## src/rtl/tick_irq_pkg.sv

```systemverilog
package tick_irq_pkg;

  typedef enum logic [1:0] {
    MODE_OFF   = 2'd0,
    MODE_LINE  = 2'd1,
    MODE_SPLIT = 2'd2,
    MODE_FREE  = 2'd3
  } tmode_e;

  localparam int LVL_W  = 3;
  localparam int LVL_LO = 2;
  localparam int SRC_N  = 5;
  localparam int TMR_IDX = 1;

endpackage

```

## src/rtl/tick_counter.sv

```systemverilog
module tick_counter
  import tick_irq_pkg::*;
#(
  parameter int CNT_W = 12
) (
  input  logic             clk,
  input  logic             rst,
  input  tmode_e           mode,
  input  logic [CNT_W-1:0] reload,
  input  logic             half_en,
  input  logic             line_in,
  output logic [CNT_W-1:0] cnt_q,
  output logic             tick_en,
  output logic             line_rise,
  output logic             tmr_evt
);

  localparam logic [CNT_W-1:0] CNT_MAX = '1;

  logic line_q;
  logic wrap;
  logic quirk;

  always_ff @(posedge clk) begin
    if (rst) line_q <= 1'b0;
    else     line_q <= line_in;
  end

  assign line_rise = line_in & ~line_q;

  always_comb begin
    case (mode)
      MODE_LINE:             tick_en = line_rise;
      MODE_SPLIT, MODE_FREE: tick_en = half_en;
      default:               tick_en = 1'b0;
    endcase
  end

  assign wrap    = tick_en && (cnt_q == CNT_MAX);
  assign quirk   = (mode == MODE_OFF) && (reload == CNT_MAX) && line_rise;
  assign tmr_evt = wrap | quirk;

  always_ff @(posedge clk) begin
    if (rst)                                 cnt_q <= '0;
    else if (wrap)                           cnt_q <= reload;
    else if (mode == MODE_SPLIT && line_rise) cnt_q <= reload;
    else if (tick_en)                        cnt_q <= cnt_q + 1'b1;
  end

endmodule

```

## src/rtl/tick_irq_regs.sv

```systemverilog
module tick_irq_regs
  import tick_irq_pkg::*;
#(
  parameter int DATA_W = 16,
  parameter int CNT_W  = 12,
  parameter int ADDR_W = 2,
  parameter int NCPU   = 2
) (
  input  logic                            clk,
  input  logic                            rst,
  input  logic                            bus_vld,
  input  logic                            bus_wr,
  input  logic [ADDR_W-1:0]               bus_addr,
  input  logic [DATA_W-1:0]               bus_wdata,
  input  logic [CNT_W-1:0]                cnt_q,
  output logic [CNT_W-1:0]                reload_q,
  output tmode_e                          mode_q,
  output logic [NCPU-1:0][SRC_N-1:0]      mask_q,
  output logic [NCPU-1:0]                 ack,
  output logic [DATA_W-1:0]               bus_rdata
);

  localparam int OFS_RELOAD = 0;
  localparam int OFS_MODE   = 1;
  localparam int OFS_EN0    = 2;

  logic wr_stb;
  logic rd_stb;

  assign wr_stb = bus_vld & bus_wr;
  assign rd_stb = bus_vld & ~bus_wr;

  always_ff @(posedge clk) begin
    if (rst) begin
      reload_q <= '0;
      mode_q   <= MODE_OFF;
    end else if (wr_stb) begin
      if (bus_addr == ADDR_W'(OFS_RELOAD)) reload_q <= bus_wdata[CNT_W-1:0];
      if (bus_addr == ADDR_W'(OFS_MODE))   mode_q   <= tmode_e'(bus_wdata[1:0]);
    end
  end

  for (genvar i = 0; i < NCPU; i++) begin : g_en
    localparam logic [ADDR_W-1:0] MY_OFS = ADDR_W'(OFS_EN0 + i);
    assign ack[i] = bus_vld && (bus_addr == MY_OFS);
    always_ff @(posedge clk) begin
      if (rst)                               mask_q[i] <= '0;
      else if (wr_stb && bus_addr == MY_OFS) mask_q[i] <= bus_wdata[LVL_LO +: SRC_N];
    end
  end

  always_ff @(posedge clk) begin
    if (rst)         bus_rdata <= '0;
    else if (rd_stb) bus_rdata <= DATA_W'(cnt_q);
  end

endmodule

```

## src/rtl/tick_irq_prio.sv

```systemverilog
module tick_irq_prio
  import tick_irq_pkg::*;
(
  input  logic             clk,
  input  logic             rst,
  input  logic             ack,
  input  logic             tmr_evt,
  input  logic [SRC_N-1:0] ext_req,
  input  logic [SRC_N-1:0] mask,
  output logic             pend_q,
  output logic [LVL_W-1:0] lvl_q
);

  logic [SRC_N-1:0] req;
  logic [LVL_W-1:0] enc;

  always_ff @(posedge clk) begin
    if (rst)          pend_q <= 1'b0;
    else if (tmr_evt) pend_q <= 1'b1;
    else if (ack)     pend_q <= 1'b0;
  end

  always_comb begin
    req          = ext_req;
    req[TMR_IDX] = pend_q;
    enc          = '0;
    for (int i = 0; i < SRC_N; i++) begin
      if (req[i] && mask[i]) enc = LVL_W'(LVL_LO + i);
    end
  end

  always_ff @(posedge clk) begin
    if (rst) lvl_q <= '0;
    else     lvl_q <= enc;
  end

endmodule

```

## src/rtl/tick_irq_ctrl.sv

```systemverilog
module tick_irq_ctrl
  import tick_irq_pkg::*;
#(
  parameter int DATA_W = 16,
  parameter int CNT_W  = 12,
  parameter int ADDR_W = 2,
  parameter int EXT_N  = 4
) (
  input  logic              clk,
  input  logic              rst,
  input  logic              bus_vld,
  input  logic              bus_wr,
  input  logic [ADDR_W-1:0] bus_addr,
  input  logic [DATA_W-1:0] bus_wdata,
  output logic [DATA_W-1:0] bus_rdata,
  input  logic              half_en,
  input  logic              line_in,
  input  logic [EXT_N-1:0]  ext_irq_n,
  output logic [LVL_W-1:0]  lvl_a,
  output logic [LVL_W-1:0]  lvl_b
);

  localparam int NCPU = 2;

  logic [CNT_W-1:0]           cnt_q;
  logic [CNT_W-1:0]           reload_q;
  tmode_e                     mode_q;
  logic [NCPU-1:0][SRC_N-1:0] mask_q;
  logic [NCPU-1:0]            ack;
  logic [NCPU-1:0]            pend_vec;
  logic [NCPU-1:0][LVL_W-1:0] lvl_vec;
  logic                       tick_en;
  logic                       line_rise;
  logic                       tmr_evt;
  logic [SRC_N-1:0]           ext_req;

  tick_irq_regs #(
    .DATA_W (DATA_W),
    .CNT_W  (CNT_W),
    .ADDR_W (ADDR_W),
    .NCPU   (NCPU)
  ) u_regs (
    .clk       (clk),
    .rst       (rst),
    .bus_vld   (bus_vld),
    .bus_wr    (bus_wr),
    .bus_addr  (bus_addr),
    .bus_wdata (bus_wdata),
    .cnt_q     (cnt_q),
    .reload_q  (reload_q),
    .mode_q    (mode_q),
    .mask_q    (mask_q),
    .ack       (ack),
    .bus_rdata (bus_rdata)
  );

  tick_counter #(
    .CNT_W (CNT_W)
  ) u_cnt (
    .clk       (clk),
    .rst       (rst),
    .mode      (mode_q),
    .reload    (reload_q),
    .half_en   (half_en),
    .line_in   (line_in),
    .cnt_q     (cnt_q),
    .tick_en   (tick_en),
    .line_rise (line_rise),
    .tmr_evt   (tmr_evt)
  );

  // External lines fill every source slot except the timer slot.
  always_comb begin
    ext_req = '0;
    for (int j = 0; j < EXT_N; j++) begin
      if (j < TMR_IDX) ext_req[j]     = ~ext_irq_n[j];
      else             ext_req[j + 1] = ~ext_irq_n[j];
    end
  end

  for (genvar c = 0; c < NCPU; c++) begin : g_cpu
    tick_irq_prio u_prio (
      .clk     (clk),
      .rst     (rst),
      .ack     (ack[c]),
      .tmr_evt (tmr_evt),
      .ext_req (ext_req),
      .mask    (mask_q[c]),
      .pend_q  (pend_vec[c]),
      .lvl_q   (lvl_vec[c])
    );
  end

  assign lvl_a = lvl_vec[0];
  assign lvl_b = lvl_vec[1];

endmodule

```

## config.mk

```make
export PLATFORM = sky130hd
export DESIGN_NAME = tick_irq_ctrl
export DESIGN_NICKNAME = d
export VERILOG_FILES = /design/src/rtl/tick_irq_pkg.sv /design/src/rtl/tick_counter.sv /design/src/rtl/tick_irq_regs.sv /design/src/rtl/tick_irq_prio.sv /design/src/rtl/tick_irq_ctrl.sv
export SDC_FILE = /design/constraint.sdc
export NUM_CORES = 1
export LEC_CHECK = 0
export BUFFER_PORTS_ARGS = -buffer_cell sky130_fd_sc_hd__buf_2
export CAP_MARGIN = 20
export CELL_PAD_IN_SITES_DETAIL_PLACEMENT = 1
export CELL_PAD_IN_SITES_GLOBAL_PLACEMENT = 2
export CORE_MARGIN = 3
export CORE_UTILIZATION = 34
export DETAILED_ROUTE_END_ITERATION = 8
export GPL_TIMING_DRIVEN = 0
export PLACE_DENSITY = 0.84
export SYNTH_ARGS = -nofsm -noshare
export SYNTH_HDL_FRONTEND = slang
export SYNTH_SLANG_ARGS = --single-unit
```

## constraint.sdc

```tcl
create_clock -name clk -period 4.8 [get_ports clk]
set_input_delay 0.24 -clock clk [delete_from_list [all_inputs] [get_ports clk]]
set_output_delay 0.24 -clock clk [all_outputs]
set_load 0.01 [all_outputs]
```

* Word-level counts from Yosys, hierarchy flattened
Cells that the tools add are included.
** Word-level totals
- Flip-flop bits (word level) :: 57
- Bits of input ports :: 28
- Output and inout port bits :: 22
** Cells by class
- $add $sub $neg :: 1
- Equality and inequality tests :: 8
- Mux-type cells :: 18
- Bitwise gates (word level) :: 10
- Reduce and logical (&&, ||, !) cells :: 28
** Operators with widths (count)
- $mux 12 :: 3
- $eq 12x12->1 const B :: 2
- $logic_and 1x1->1 :: 18
- $mux 3 :: 6
- $add 12x1->12 const B :: 1
- $eq 2x2->1 const B :: 4
- $mux 2 :: 4
- $not 1->1 :: 6
- $reduce_or 2->1 :: 3
- $eq 2x1->1 const B :: 2
- $logic_not 2->1 :: 2
- $mux 1 :: 4
- $reduce_and 2->1 :: 2
- $reduce_bool 2->1 :: 2
- $and 1x1->1 :: 3
- $reduce_bool 3->1 :: 1
- $pmux 1 s2 :: 1
- $or 1x1->1 :: 1

* Logic depth before layout (Yosys ltp)
- Word-level depth :: 7
- Depth in mapped cells :: 7
- Gate-level depth less buffers :: 6

* Cells and area by module
From an unflattened synthesis, not the netlist that was laid out.
** Unflattened totals
- Cell total of the unflattened synthesis :: 306
- Area total of the unflattened synthesis :: 2627.5 µm²
** By module, submodules not included
- tick_irq_regs :: instances 1, cells each 156, area an instance 1336.3 µm²
- tick_counter :: instances 1, cells each 113, area an instance 957.2 µm²
- tick_irq_prio :: instances 2, cells each 16, area an instance 157.7 µm²
- tick_irq_ctrl :: instances 1, cells each 5, area an instance 18.8 µm²

* Worst setup path before layout
OpenSTA, ideal clock, no wires.
- Kind :: register -> register
- Start point :: register u_cnt.cnt_q[0]
- End point :: register u_cnt.cnt_q[9]
- Arrival :: 1.586 ns
- Required time :: 4.683 ns
- Slack :: 3.096 ns
- Cell stages (with the launch flop) :: 8
- Path buffers :: 1
- Clock period less this slack :: 1.704 ns
- Cell sequence :: dfxtp_1 ha_1 nand3_1 a211o_1 o21ai_2 buf_4 o211ai_1 a32o_1
** On the way
- Cells in the longest elaborated chain, start to end :: 4
** Ends and longest elaborated chain
- start: declaration :: RTL line tick_counter.sv:12 : output logic [CNT_W-1:0] cnt_q,
- start signal: assignment :: RTL line tick_counter.sv:45 : else if (wrap) cnt_q <= reload;
- start signal: assignment :: RTL line tick_counter.sv:46 : else if (mode == MODE_SPLIT && line_rise) cnt_q <= reload;
- start signal: assignment :: RTL line tick_counter.sv:47 : else if (tick_en) cnt_q <= cnt_q + 1'b1;
- $add 12x1->12 :: RTL line tick_counter.sv:47
- $mux 12 :: RTL line tick_counter.sv:47
- $mux 12 :: RTL line tick_counter.sv:46
- $mux 12 :: RTL line tick_counter.sv:45
Several ways; a longest one is shown, not always the timed one. The select of a mux whose other input is x is not followed.
A chain may end at the register's enable or synchronous reset.

* Final worst setup path
- Start point :: register u_cnt.cnt_q[0]
- End point :: register u_cnt.cnt_q[11]
Same word-level chain as after synthesis.

==> impl_metrics.csv <==
group,metric,value,unit
run_status,status,"finished clean",
route,wl,7600,um
die,fp-row-count,30,
cts,clock_sinks,57,
global_route,grt_pass1_wl,12400,um
power_and_ir_drop,clkPwrFrac,0.480,
placed_design,pre_cts_slack,2.62,ns
sta,post-route-period-util,0.457,
route,detail_route.first_pass.iterations,4,
logic_synthesis,yosys_warnings,0,
cells_and_area,most-common-layout-cells,"nand2_1 (78), dfxtp_1 (57), buf_2 (40), a21oi_1 (39), nor2_1 (19)",
logic_synthesis,yosysTopAreaCell,"dfxtp_1",
route,route.met2.wl,3750,um
worst_setup_path,crit_type,"reg2reg",
die,start_util,0.362,
logic_synthesis,synth_cells,313,
die,die_w,92.2,um
cts,htree_levels,3,
sta,setup_viol,0,
global_route,overflow,0,
route,antenna_left,0,
worst_setup_path,required,4.98,ns
sta,hold_viol,0,
cts,root_buffer,"clkbuf_8",
placed_design,dp_hpwl,5610,um
cells_and_area,fin_nets,395,
cells_and_area,final_common_cell,"nand2_1",
power_and_ir_drop,powerDensity,343,mW/mm^2
worst_setup_path,crit_path_max_fanout,7,
sta,fin_skew,0.00393,ns
power_and_ir_drop,switchingPower,0.245,mW
logic_synthesis,synth-edff-count,0,
route,drt-met1-wl,3450,um
power_and_ir_drop,swShare,0.232,
sta,setup_ws,2.61,ns
route,initialDrtViolationCount,49,
worst_setup_path,slowest_delay,0.64,ns
logic_synthesis,async_reset_ff_frac,0,
cells_and_area,drive_gt1_frac,0.199,
route,top_layer,"met4",
sta,min_period,2.19,ns
worst_hold_path,hold_class,"in2reg",
cts,cts_tree,"done",
die,die-height,92.2,um
logic_synthesis,ys_types,46,
global_route,groute.usage.overall,0.187,
route,wire_per_inst,16.3,um
die,core_area,0.00698,sq mm
cells_and_area,synthToLayoutAreaGrowth,21.6,%
sta,tns,0,ns
power_and_ir_drop,pwr-share-comb,0.057,
job,drv_cap,0,
logic_synthesis,synth_area,0.00253,sq mm
sta,slew_headroom,0.537,
power_and_ir_drop,p_int,0.809,mW
cts,clock_latency,0.33,ns
placed_design,gp_congestion,0.843,
power_and_ir_drop,irDropWorstVdd,0.183,mV
die,pin_count,50,
placed_design,port_buffers,39,
logic_synthesis,avgSynthCellArea,8.07,sq um
worst_setup_path,cp-end-kind,"flip-flop",
sta,worst_slew_pin_slew,0.690,ns
global_route,grt_pass1_vias,2439,
cts,cts_setup_buffers,0,
route,num_vias,2421,
worst_setup_path,cpMaxStageDelayCell,"a211oi_1",
cts,cts_resized,0,
logic_synthesis,ys.flop_type,"dfxtp_1",
power_and_ir_drop,p_seq_frac,0.463,
sta,rsz0062_at_grt,"no",
cells_and_area,n_antenna_cell,0,
cts,numCtsBuffers,9,
cts,clk_pin_slew,0.07,ns
sta,drv_slew,0,
cts,cts_buffer_depth,2,
worst_setup_path,path_cells,"ha_1 -> nand3_1 -> a211oi_1 -> a21oi_2 -> nand3_1 -> a41oi_2",
logic_synthesis,synth_top_area_share,0.451,
route,route.met3.wl,295,um
worst_setup_path,crit_top_cell,"nand3_1",
die,die_area,0.00850,sq mm
power_and_ir_drop,p_leak,1.18,nW
route,via_per_inst,5.18,
cts,ctsHoldBuffers,0,
global_route,antenna_found_initial,0,
worst_setup_path,critPathTopFamily,"compound AO/OA/AOI/OAI gates",
worst_setup_path,cp_data_arrival_time,2.37,ns
logic_synthesis,synth_seq_cells,57,
route,drc,0,
logic_synthesis,ys_seq_area_frac,0.451,
sta,max_freq,456,MHz
worst_setup_path,crit_buf_inv,0,
worst_setup_path,startpoint_type,"flip-flop",
logic_synthesis,synth.area.top_cells,"dfxtp_1 (45%), nand2_1 (12%), a21oi_1 (7.7%)",
global_route,grt_max_degree,11,
==> stage by stage <==
step           instances  cell area (sq um)  utilization  power [mW]  hold slack [ns]
2_1_floorplan        316               2540            -       0.532            0.368
3_3_place_gp         451               2850        0.409       0.558            0.440
3_5_place_dp         451               2850        0.409       0.559            0.447
4_1_cts              467               3070        0.440        1.07            0.124
5_1_grt              467               3070        0.440        1.10            0.140
6_report             467               3070        0.440        1.05            0.140
==> sequential cells by signal, indices dropped and copies added (netlist names) <==
signal	flops
u_regs.mask_q	10
u_cnt.line_q	1
u_regs.reload_q	12
u_regs.bus_rdata	12
g_cpu.u_prio.pend_q	2
u_cnt.cnt_q	12
u_regs.mode_q	2
g_cpu.u_prio.lvl_q	6
==> final timing paths <==
| kind | start | endpoint | slack, ns | cells after the start |
|---|---|---|---|---|
| setup / recovery | u_cnt.cnt_q[0] | u_cnt.cnt_q[11] | 2.61 | 6 |
| hold / removal | bus_wdata[8] | u_regs.reload_q[8] | 0.14 | 3 |
| setup reg to reg | u_cnt.cnt_q[0] | u_cnt.cnt_q[11] | 2.61 | 6 |
| hold reg to reg | u_regs.bus_rdata[1] | u_regs.bus_rdata[1] | 0.45 | 2 |
==> tightest hold or removal path: cells and delay by family <==
kind                   cells  cell delay [ns]
buffers and inverters      1             0.09
AND/OR/NAND/NOR            1             0.04
AO/OA/AOI/OAI              1             0.05
==> cell usage after synthesis, types with 2 or more instances <==
library cell / count
a211oi_1: 4
a21oi_1: 39
a221oi_1: 2
a22oi_1: 3
a31oi_1: 6
buf_4: 5
clkbuf_1: 11
dfxtp_1: 57
inv_1: 6
mux2i_1: 10
nand2_1: 78
nand2b_1: 3
nand3_1: 15
nand4_1: 5
nor2_1: 19
nor2b_1: 4
nor3_1: 4
nor4_1: 3
o211ai_1: 2
o21ai_0: 7
or3_1: 4
or3b_2: 2
==> cells by family (layout without fill, tap and decap cells) <==
logic type | Yosys count | in the layout | share of synthesized area
AO/OA/AOI/OAI | 73 | 73 | 0.181
adder cells (fa/ha/maj) | 1 | 1 | 0.00495
buffers and inverters | 24 | 79 | 0.0465
flip-flops | 57 | 57 | 0.451
multiplexers | 10 | 10 | 0.0396
other | 1 | 4 | 0.00148
AND/OR/NAND/NOR | 147 | 147 | 0.275
==> layer usage <==
layer	global-route usage	up-vias
li1	-	1196
met1	0.232	1170
met2	0.314	47
met3	0.0468	8
met4	0.0619	0
met5	0	-
==> power by group through the flow <==
stage                     combinational (mW)  sequential [mW]  clock [mW]
after floorplan                       0.0357            0.496           0
after global placement                0.0600            0.498           0
after detailed placement              0.0608            0.498           0
after CTS                             0.0611            0.487       0.519
after global routing                  0.0679            0.488       0.540
final                                 0.0602            0.488       0.505
==> layout make-up <==
class / count / area, sq um
well taps: 96 / 120
inverters: 6 / 22.5
clock buffers: 11 / 141
flip-flops and latches: 57 / 1140
fillers: 881 / 3910
clock inverters: 5 / 78.8
repair buffers: 39 / 195
multi-input cells: 235 / 1280
plain buffers: 18 / 95.1
No activity file was read; power rests on OpenSTA's default activity.
